===== config.mk =====
export PLATFORM = sky130hd
export DESIGN_NAME = wdog_toggle
export DESIGN_NICKNAME = d
export VERILOG_FILES = /design/src/rtl/wdog_toggle.sv
export SDC_FILE = /design/constraint.sdc
export NUM_CORES = 1
export LEC_CHECK = 0
export BUFFER_PORTS_ARGS = -buffer_cell sky130_fd_sc_hd__buf_4
export CAP_MARGIN = 30
export CORE_ASPECT_RATIO = 0.7
export CORE_UTILIZATION = 40
export DETAILED_ROUTE_END_ITERATION = 10
export REMOVE_ABC_BUFFERS = 1
export SLEW_MARGIN = 25
export SYNTH_ARGS = -nofsm -noshare
export SYNTH_HDL_FRONTEND = slang
export SYNTH_SLANG_ARGS = --single-unit
export TNS_END_PERCENT = 100

===== constraint.sdc =====
create_clock -name clk -period 4.2 [get_ports clk]
set_input_delay 0.21 -clock clk [delete_from_list [all_inputs] [get_ports clk]]
set_output_delay 0.21 -clock clk [all_outputs]
set_load 0.005 [all_outputs]

===== src/rtl/wdog_toggle.sv =====
module wdog_toggle #(
  parameter int FRAME_HZ   = 8000,
  parameter int TIMEOUT_MS = 512,
  parameter int TICKS      = FRAME_HZ * TIMEOUT_MS / 1000,
  parameter int ADDR_W     = 8,
  parameter int DATA_W     = 8,
  parameter logic [ADDR_W-1:0] SVC_ADDR = 8'h11,
  parameter logic [4:0]        SVC_WORD = 5'b01010
) (
  input  logic              clk,
  input  logic              por_i,
  input  logic              frame_i,
  input  logic              wr_en_i,
  input  logic [ADDR_W-1:0] wr_addr_i,
  input  logic [DATA_W-1:0] wr_data_i,
  output logic              wd_o
);
  localparam int CW = (TICKS > 1) ? $clog2(TICKS) : 1;
  localparam logic [CW-1:0] LAST = CW'(TICKS - 1);

  logic          frame_q;
  logic          pending;
  logic          wd_q;
  logic [CW-1:0] cnt;
  logic          fall;
  logic          svc_ok;
  logic          expire;

  assign fall   = frame_q & ~frame_i;
  assign svc_ok = wr_en_i && (wr_addr_i == SVC_ADDR) && (wr_data_i[4:0] == SVC_WORD);
  assign expire = (cnt == LAST);
  assign wd_o   = por_i | wd_q;

  always_ff @(posedge clk or posedge por_i) begin
    if (por_i) begin
      frame_q <= 1'b0;
      pending <= 1'b0;
      wd_q    <= 1'b0;
      cnt     <= '0;
    end else begin
      frame_q <= frame_i;
      pending <= svc_ok | (pending & ~fall);
      if (fall) begin
        if (pending) begin
          cnt  <= '0;
          wd_q <= 1'b0;
        end else if (expire) begin
          cnt  <= '0;
          wd_q <= ~wd_q;
        end else begin
          cnt <= cnt + 1'b1;
        end
      end
    end
  end
endmodule


==> impl_metrics.yaml, run 1 <==
pwr:
  ir_drop_uv: 206
  leakagePower_uw: 0.000459
  areal_power_density_over_the_cells_mw_per_mm2: 341
routing:
  detail_route.wirelength_mm: 1.63
  antenna_viol_nets_final: 0
  ratio_of_routed_vias_to_standard_cells: 5.16
  routed-via-count: 650
  route.detailed.drc: 0
  drtPass1Iterations: 4
  drt-initial-drc-count: 5
  wire_length_per_cell_after_detailed_routing_microns: 12.9
cts:
  cts-htree-levels: 1
  tritoncts: "done"
  cts-resized-gates: 0
  cts-buffers-inserted: 3
  clockBufferDepth: 2
  cts_setup_buffers: 0
  ctsRootBufferMaster: "sky130_fd_sc_hd__clkbuf_4"
  clkLatencyLatePin_ps: 280
  cts.sinks: 15
  cts.reportedPaths.clkPinSlew_ps: 80
floorplanning:
  placement_rows: 13
  core-area_sq_mm: 0.00189
  die_w_microns: 56.1
  die_area_sq_mm: 0.00224
  die-height_microns: 39.9
  start_util_pct: 43.5
  floorplan.io_pins: 21
global_routing:
  grt_max_degree: 17
  first_global_vias: 577
  busiest_layer: "met1"
  antenna_found_initial: 0
  use_met2_pct: 25.3
  globalRouteTotalUtil_pct: 18.1
  global_route_wire_length_before_repair_mm: 2.93
  met1_usage_pct: 26.1
  grt-ovfl-total: 0
  grt_util_met3_pct: 6.93
setup_path:
  regToRegSetupSlack_ps: 2580
  cp-end-kind: "primary output"
  path_max_fanout: 16
  cp.required_ps: 3990
  criticalPathCategory: "input port to primary output"
  critical_path.startpoint_type: "input port"
  endpoint_arrival_time_on_the_critical_path_ps: 1550
synthesis:
  cell_count_after_synthesis: 83
  synth-main-ff-cell: "sky130_fd_sc_hd__dfrtp_1"
  synth_area_sq_um: 821
  synthDominantAreaCellType: "sky130_fd_sc_hd__dfrtp_1"
  synth_top_area_share_pct: 45.7
  yosys-top-cells-area: "sky130_fd_sc_hd__dfrtp_1, sky130_fd_sc_hd__nand2_1, sky130_fd_sc_hd__xnor2_1, sky130_fd_sc_hd__nor2_1, sky130_fd_sc_hd__o31ai_1"
  synth_sequential_area_ratio_pct: 45.7
  synth.most_common_cell: "sky130_fd_sc_hd__dfrtp_1"
  avgSynthCellArea_sq_um: 9.89
  synth_common_cells: "sky130_fd_sc_hd__dfrtp_1, sky130_fd_sc_hd__nand2_1, sky130_fd_sc_hd__nor2_1"
  yosysWarningCount: 0
  number_of_synthesized_flops_with_an_enable_pin: 0
  yosys_register_bits: 15
  synth_cell_types: 34
  synthArstFlopShare_pct: 100
cells_and_area:
  insertedDiodeCount: 0
  post_route_cells_drive_above_1_share_pct: 29.8
  synth_to_layout_area_growth_pct: 22.7
  design_area_sq_mm: 0.00101
  final_core_density_pct: 53.4
  design.final.nets: 126
sta:
  post-route-min-period_ps: 1760
  relSlewSlack_pct: 61.2
  final_hold_viol_count: 0
  post-route-period-util_pct: 42.0
  slew_viol_final: 0
  achievable-frequency_mhz: 568
  worst-slew-pin-transition_ps: 582
  setup-violations-final: 0
  final_setup_margin_ps: 2440
  rsz0062_at_grt: "no"
  final.setup_skew_ps: 5.05
  final_sum_of_negative_setup_slack_ps: 0
place:
  post-dp-hpwl_mm: 1.23
  gp_congestion: 0.765
  dpl_worst_slack_ps: 2610
  buffer_ports.inserted: 17
  dpl-instance-area_sq_um: 971
min_path:
  min_path_type: "input port to register"
run_status:
  run_status: "complete, no violations"
flow_run:
  max_cap_violations: 0
==> logic make-up (layout without fill, tap and decap cells) <==
family,Yosys count,count (layout),share of synthesized area (%)
flip-flops,15,15,45.7
adder cells (fa/ha/maj),1,1,1.52
multiplexers,2,2,2.59
AND/OR/NAND/NOR,45,45,33.7
AO/OA/AOI/OAI,11,11,8.54
XOR/XNOR,6,6,6.40
buffers and inverters,3,24,1.52
==> critical path, cell delays in order <==
cell and delay [ps]:
sky130_fd_sc_hd__dlygate4sd3_1 530, sky130_fd_sc_hd__buf_4 130, sky130_fd_sc_hd__inv_1 430, sky130_fd_sc_hd__nand2_1 100, sky130_fd_sc_hd__buf_4 150
==> cell usage in the layout (no fill, tap or decap), types with 2 or more instances in the layout <==
cell | synthesis | final
sky130_fd_sc_hd__inv_1 | 2 | 2
sky130_fd_sc_hd__dfrtp_1 | 15 | 15
sky130_fd_sc_hd__buf_4 | 0 | 17
sky130_fd_sc_hd__nand4_1 | 3 | 3
sky130_fd_sc_hd__nor3_1 | 2 | 2
sky130_fd_sc_hd__o31ai_1 | 3 | 3
sky130_fd_sc_hd__and4_2 | 2 | 2
sky130_fd_sc_hd__nand2_1 | 12 | 12
sky130_fd_sc_hd__o21ai_0 | 4 | 4
sky130_fd_sc_hd__xnor2_1 | 5 | 5
sky130_fd_sc_hd__nor4_1 | 2 | 2
sky130_fd_sc_hd__nor2_1 | 8 | 8
sky130_fd_sc_hd__clkbuf_4 | 0 | 3
sky130_fd_sc_hd__nor4bb_1 | 2 | 2
sky130_fd_sc_hd__nor2_2 | 2 | 2
==> worst paths after layout <==
check	startpoint	endpoint	depth (start not counted)
max in group asynchronous	por_i	cnt[3]	3
min in group asynchronous	por_i	pending	3
max	por_i	wd_o	5
min reg2reg	wd_q	wd_q	2
max reg2reg	cnt[0]	wd_q	5
min	frame_i	frame_q	1
==> layout make-up <==
| type | count | area, sq um |
|---|---|---|
| Clock buffer | 4 | 26.3 |
| Fill cell | 179 | 880 |
| Inverter | 2 | 7.51 |
| Multi-Input combinational cell | 65 | 433 |
| Sequential cell | 15 | 375 |
| Tap cell | 22 | 27.5 |
| Timing Repair Buffer | 18 | 138 |
==> state kept, by name, summed over array words and instances (netlist names) <==
register and cells:
wd_q 1, pending 1, cnt 12, frame_q 1
==> where the power goes <==
part / leakage (uW) / switching (uW) / internal [uW]
combinational: 0.000253 / 27.7 / 37.2
clock: 0.0000150 / 46.3 / 36.9
sequential: 0.000190 / 31.0 / 165
total: 0.000459 / 105 / 239
==> metal layers <==
| layer | part of all wire, % | wire length [microns] | up-vias |
|---|---|---|---|
| li1 | - | - | 338 |
| met1 | 59 | 952 | 304 |
| met2 | 38 | 612 | 6 |
| met3 | 3.3 | 54 | 2 |
| met4 | 0.43 | 7 | 0 |
| met5 | 0 | 0 | - |
==> repair_timing <==
action	in CTS	in global routing
hold buffers	1	0
endpoints found under the hold margin	5	0
endpoints found under the setup margin	0	0
==> metrics by stage <==
stage	power, uW	cells	hold slack, ps
floorplan	238	82	120
global placement	261	121	316
detailed placement	264	121	317
CTS	348	126	32.6
global route	366	126	27.2
finish	344	126	41.7
(Power assumes the default switching activity.)
==> run 2: changes to the inputs <==
- PLACE_DENSITY: not set -> 0.65
- clock period: 4.2 -> 1.5 ns (I/O delays scaled with it)
==> impl_metrics.yaml, run 2 (synthesized netlist as in run 1, its figures left out) <==
routing:
  wire_length_per_cell_after_detailed_routing_microns: 14.2
  route.detailed.drc: 0
  drtPass1Iterations: 4
  antenna_viol_nets_final: 0
  detail_route.wirelength_mm: 1.85
  ratio_of_routed_vias_to_standard_cells: 5.27
  drt-initial-drc-count: 7
  routed-via-count: 685
sta:
  worst-slew-pin-transition_ps: 284
  relSlewSlack_pct: 80.8
  final.setup_skew_ps: 16.2
  post-route-min-period_ps: 1450
  achievable-frequency_mhz: 692
  final_setup_margin_ps: 54.3
  post-route-period-util_pct: 96.4
  rsz0062_at_grt: "yes"
  slew_viol_final: 0
  setup-violations-final: 0
  final_hold_viol_count: 0
setup_path:
  crit_start: "frame_i"
  slowest_stage: "sky130_fd_sc_hd__dlygate4sd3_1"
  crit_path_end: "cnt[9]"
  critical_path.reg2reg.endpoint: "cnt[7]"
  critical_path.startpoint_type: "input port"
  path_max_fanout: 12
  ordered_cell_list_for_the_critical_path: "dlygate4sd3_1 > buf_4 > nand2b_2 > nor4_2 > xnor2_1 > nor2_2"
  r2r-start: "cnt[0]"
  timing.reg2reg.worst_path_depth: 5
  endpoint_arrival_time_on_the_critical_path_ps: 1630
  cp.required_ps: 1680
  cp-end-kind: "register"
  slowest_delay_ps: 530
  regToRegSetupSlack_ps: 70
  criticalPathCategory: "input port to register"
pwr:
  switching_share_pct: 31.9
  clock_network_power_share_pct: 23.8
  share_seq_of_total_power_pct: 52.9
  intPower_uw: 692
  netSwitchingPower_uw: 324
  p_comb_share_pct: 23.4
  areal_power_density_over_the_cells_mw_per_mm2: 944
  leakagePower_uw: 0.000489
  ir_drop_uv: 535
floorplanning:
  die-height_microns: 39.9
  start_util_pct: 43.5
  core-area_sq_mm: 0.00189
  placement_rows: 13
  die_area_sq_mm: 0.00224
  die_w_microns: 56.1
  floorplan.io_pins: 21
cells_and_area:
  layout.cells.most_common: "sky130_fd_sc_hd__buf_4"
  design.final.nets: 130
  top_library_cells_by_usage_in_the_layout_fill_and_taps_aside: "sky130_fd_sc_hd__buf_4, sky130_fd_sc_hd__dfrtp_1, sky130_fd_sc_hd__nand2_1"
  synth_to_layout_area_growth_pct: 31.1
  post_route_cells_drive_above_1_share_pct: 36.1
  insertedDiodeCount: 0
  final_cell_count_no_fill: 130
  flip_flop_count_of_the_largest_register_after_layout: 12
  registers.top_by_ff_count: "cnt"
cts:
  clockBufferDepth: 2
  cts-htree-levels: 1
  cts-buffers-inserted: 3
  clkLatencyLatePin_ps: 300
  cts.reportedPaths.clkPinSlew_ps: 80
  cts.sinks: 15
  ctsRootBufferMaster: "sky130_fd_sc_hd__clkbuf_4"
  tritoncts: "done"
global_routing:
  grt_max_degree: 16
  antenna_found_initial: 0
  globalRouteTotalUtil_pct: 19.3
  global_route_wire_length_before_repair_mm: 3.10
  grt-ovfl-total: 0
  first_global_vias: 664
flow_run:
  max_cap_violations: 0
run_status:
  run_status: "complete, no violations"
place:
  buffer_ports.inserted: 17
  dpl.cell_count: 124
  dpl_worst_slack_ps: -7.23
  gp_congestion: 0.759
  post-dp-hpwl_mm: 1.34
min_path:
  min_path_type: "input port to register"
run 2: timing repair:
item | in CTS | in global routing
setup endpoints to repair | 7 | 7
cloned | 0 | 0
hold buffers | 2 | 0
hold endpoints to repair | 16 | 0
resized for setup | 1 | 6
buffers inserted | 0 | 0
run 2: layer usage:
layer  vias up  GRT usage (%)  part of all wire, %
li1        347              -                    -
met1       331           23.9                   50
met2         7           32.7                   47
met3         0           6.93                  3.1
met4         0           5.49                    0
met5         -              0                    0
run 2: area by class of cell:
cell class	count	area (sq um)
inverter	2	7.51
timing repair buffer	22	170
sequential	15	375
multi-input combinational	65	468
clock buffer	3	22.5
clock inverter	1	5.00
tap	22	27.5
fill	186	811
run 2: stage by stage:
step	hold slack, ps	util (%)	setup TNS, ps	instance area [sq um]	power [uW]
2_1_floorplan	-15.3	-	0	816	666
3_3_place_gp	121	52.7	0	993	762
3_5_place_dp	126	52.7	-7.23	993	769
4_1_cts	51.6	55.5	0	1050	1020
5_1_grt	63.0	57.0	-14.4	1080	1070
6_report	50.9	57.0	0	1080	1020
run 2: critical path: cells and delay by family:
kind	cells	cell delay [ps]
and+or+nand+nor	3	690
xor gates and xnor gates	1	180
buffers and inverters	2	670
run 2: power by group through the flow:
stage                     Clock, uW  Sequential [uW]  Combinational [uW]
final                           241              537                 237
after global routing            262              543                 267
after CTS                       251              536                 230
after detailed placement          0              542                 226
after global placement            0              540                 222
after floorplan                   0              537                 130
run 2: worst min path at each step:
stage | from | end | slack [ps] | cells after the start
5_1_grt | wr_addr_i[7] | pending | 60 | 4
4_1_cts | wr_addr_i[7] | pending | 50 | 4
2_1_floorplan | por_i | cnt[0] | -20 | 1
3_5_place_dp | por_i | cnt[1] | 130 | 3
3_3_place_gp | por_i | wd_q | 120 | 3
6_report | wr_addr_i[7] | pending | 50 | 4
==> run 3: changes to the inputs <==
- ABC_AREA: not set -> 1
- PLACE_DENSITY: 0.65 -> not set
==> impl_metrics.yaml, run 3 <==
synthesis:
  synth_common_cells: "sky130_fd_sc_hd__nand2_1, sky130_fd_sc_hd__inv_1, sky130_fd_sc_hd__nor2_1"
  number_of_synthesized_flops_with_an_enable_pin: 0
  synth.most_common_cell: "sky130_fd_sc_hd__nand2_1"
  synth_cell_types: 22
  synth_sequential_area_ratio_pct: 41.3
  yosys-top-cells-area: "sky130_fd_sc_hd__dfrtp_1, sky130_fd_sc_hd__nand2_1, sky130_fd_sc_hd__inv_1, sky130_fd_sc_hd__nor2_1, sky130_fd_sc_hd__nor2_4"
  synthArstFlopShare_pct: 100
  avgSynthCellArea_sq_um: 7.46
  synth-main-ff-cell: "sky130_fd_sc_hd__dfrtp_1"
  synth_top_area_share_pct: 41.3
  synth_area_sq_um: 910
  yosysWarningCount: 0
  cell_count_after_synthesis: 122
  yosys_register_bits: 15
  synthDominantAreaCellType: "sky130_fd_sc_hd__dfrtp_1"
floorplanning:
  placement_rows: 14
  die-height_microns: 41.9
  die_area_sq_mm: 0.00247
  start_util_pct: 42.2
  die_w_microns: 59.0
  core-area_sq_mm: 0.00215
  floorplan.io_pins: 21
cells_and_area:
  post_route_cells_drive_above_1_share_pct: 26.0
  top_library_cells_by_usage_in_the_layout_fill_and_taps_aside: "sky130_fd_sc_hd__nand2_1, sky130_fd_sc_hd__inv_1, sky130_fd_sc_hd__buf_4"
  insertedDiodeCount: 0
  layout.cells.most_common: "sky130_fd_sc_hd__nand2_1"
  final_cell_count_no_fill: 178
  final_core_density_pct: 52.6
  registers.top_by_ff_count: "cnt"
  synth_to_layout_area_growth_pct: 24.6
  flip_flop_count_of_the_largest_register_after_layout: 12
  design_area_sq_mm: 0.00113
  design.final.nets: 168
setup_path:
  cp.required_ps: 1710
  cp-end-kind: "register"
  r2r-start: "cnt[1]"
  critical_path.startpoint_type: "register"
  timing.critical_path.mode_cell: "sky130_fd_sc_hd__nand2_2"
  criticalPathCategory: "register to register"
  slowest_delay_ps: 410
  path_max_fanout: 6
  crit_start: "cnt[1]"
  ordered_cell_list_for_the_critical_path: "ha_1 > nand2_2 > nor2_4 > nand3_2 > nand2_2 > nand2_4 > clkinv_2 > nor2_1"
  endpoint_arrival_time_on_the_critical_path_ps: 1570
  slowest_stage: "sky130_fd_sc_hd__dfrtp_1"
  critical_path.n_buffers_inverters: 1
  path_delay_family: "simple AND/OR/NAND/NOR gates"
run_status:
  run_status: "complete, no violations"
sta:
  post-route-min-period_ps: 1360
  worst-slew-pin-transition_ps: 260
  final_hold_viol_count: 0
  slew_viol_final: 0
  post-route-period-util_pct: 90.6
  relSlewSlack_pct: 82.6
  achievable-frequency_mhz: 736
  final_setup_margin_ps: 142
  final_sum_of_negative_setup_slack_ps: 0
  final.setup_skew_ps: 10.0
  setup-violations-final: 0
  rsz0062_at_grt: "no"
place:
  post-dp-hpwl_mm: 1.38
  dpl.cell_count: 172
  dpl_worst_slack_ps: 112
  gp_congestion: 0.823
  buffer_ports.inserted: 17
  dpl-instance-area_sq_mm: 0.00108
flow_run:
  max_cap_violations: 0
min_path:
  hold_path.startpoint: "wr_addr_i[2]"
  min_path_type: "input port to register"
cts:
  ctsRootBufferMaster: "sky130_fd_sc_hd__clkbuf_4"
  cts.sinks: 15
  tritoncts: "done"
  cts-htree-levels: 1
  clockBufferDepth: 2
  clkLatencyLatePin_ps: 290
  cts-buffers-inserted: 3
  cts.reportedPaths.clkPinSlew_ps: 80
global_routing:
  grt-ovfl-total: 0
  first_global_vias: 794
  grt_max_degree: 16
  global_route_wire_length_before_repair_mm: 3.26
  antenna_found_initial: 0
  globalRouteTotalUtil_pct: 17.5
routing:
  wire_length_per_cell_after_detailed_routing_microns: 9.43
  drtPass1Iterations: 4
  ratio_of_routed_vias_to_standard_cells: 4.56
  drt-initial-drc-count: 22
  antenna_viol_nets_final: 0
  routed-via-count: 811
  route.detailed.drc: 0
  detail_route.wirelength_mm: 1.68
pwr:
  leakagePower_uw: 0.000615
  areal_power_density_over_the_cells_mw_per_mm2: 1030
  ir_drop_uv: 648
==> run 3: changes by cell type in the layout (fill, tap and decap cells not counted), moves of 3 or more <==
cell / delta
sky130_fd_sc_hd__xnor2_1: -5
sky130_fd_sc_hd__nand3_1: +4
sky130_fd_sc_hd__nand2_1: +15
sky130_fd_sc_hd__inv_1: +21
sky130_fd_sc_hd__o31ai_1: -3
sky130_fd_sc_hd__nor2_4: +5
sky130_fd_sc_hd__nor2_1: +8
sky130_fd_sc_hd__nand2_2: +3
==> run 3: report_power, final <==
| group | leakage, uW | switching [uW] | internal, uW |
|---|---|---|---|
| logic | 0.000414 | 219 | 147 |
| registers | 0.000186 | 74.9 | 498 |
| clock network | 0.0000150 | 128 | 103 |
==> run 3: area by class of cell <==
cell class	count	area, sq um
clock buffer	4	26.3
fill	220	1020
multi-input combinational	82	442
inverter	25	95.1
timing repair buffer	20	155
sequential	15	375
tap	32	40.0
==> run 3: tightest hold or removal path, delay by kind of cell <==
family                 cells  cell delay [ps]
buffers and inverters      1               80
AOI/OAI and AO/OA          1               70
and+or+nand+nor            2               90
==> run 3: per-stage QoR <==
step	total power, uW	hold WS (ps)
detailed placement	939	151
CTS	1180	70.7
global placement	924	137
global route	1280	110
floorplan	832	-15.3
finish	1170	74.5
==> run 3: per-layer routing <==
layer  part of all wire (%)  GRT usage, %  vias up  wire length, microns
met3                    6.0          5.61        2                   101
met5                      0             0        -                     0
met2                     43          27.0       28                   722
li1                       -             -      426                     -
met4                   0.48          5.24        0                     8
met1                     50          23.2      355                   846
==> run 3: worst paths after layout <==
check | to | slack (ps) | cells past startpoint
min in group asynchronous | wd_q | 390 | 4
setup / recovery | cnt[4] | 140 | 8
hold reg to reg | wd_q | 500 | 2
max in group asynchronous | cnt[2] | 920 | 4
setup reg to reg | cnt[4] | 140 | 8
hold / removal | pending | 70 | 4
==> run 3: what timing repair did <==
action                                 4_1_cts  5_1_grt
setup endpoints to repair                    0        5
resized for setup                            0        1
setup buffers                                0        0
hold buffers                                 2        0
endpoints found under the hold margin       16        0
==> run 3: cell families (layout without fill, tap and decap cells) <==
kind of cell             Yosys count  in the layout  synth area share (%)
buffers and inverters             25             49                  10.5
AND/OR/NAND/NOR                   70             70                  40.2
AO/OA/AOI/OAI                     11             11                  6.74
flip-flops                        15             15                  41.3
adder cells (fa/ha/maj)            1              1                  1.38
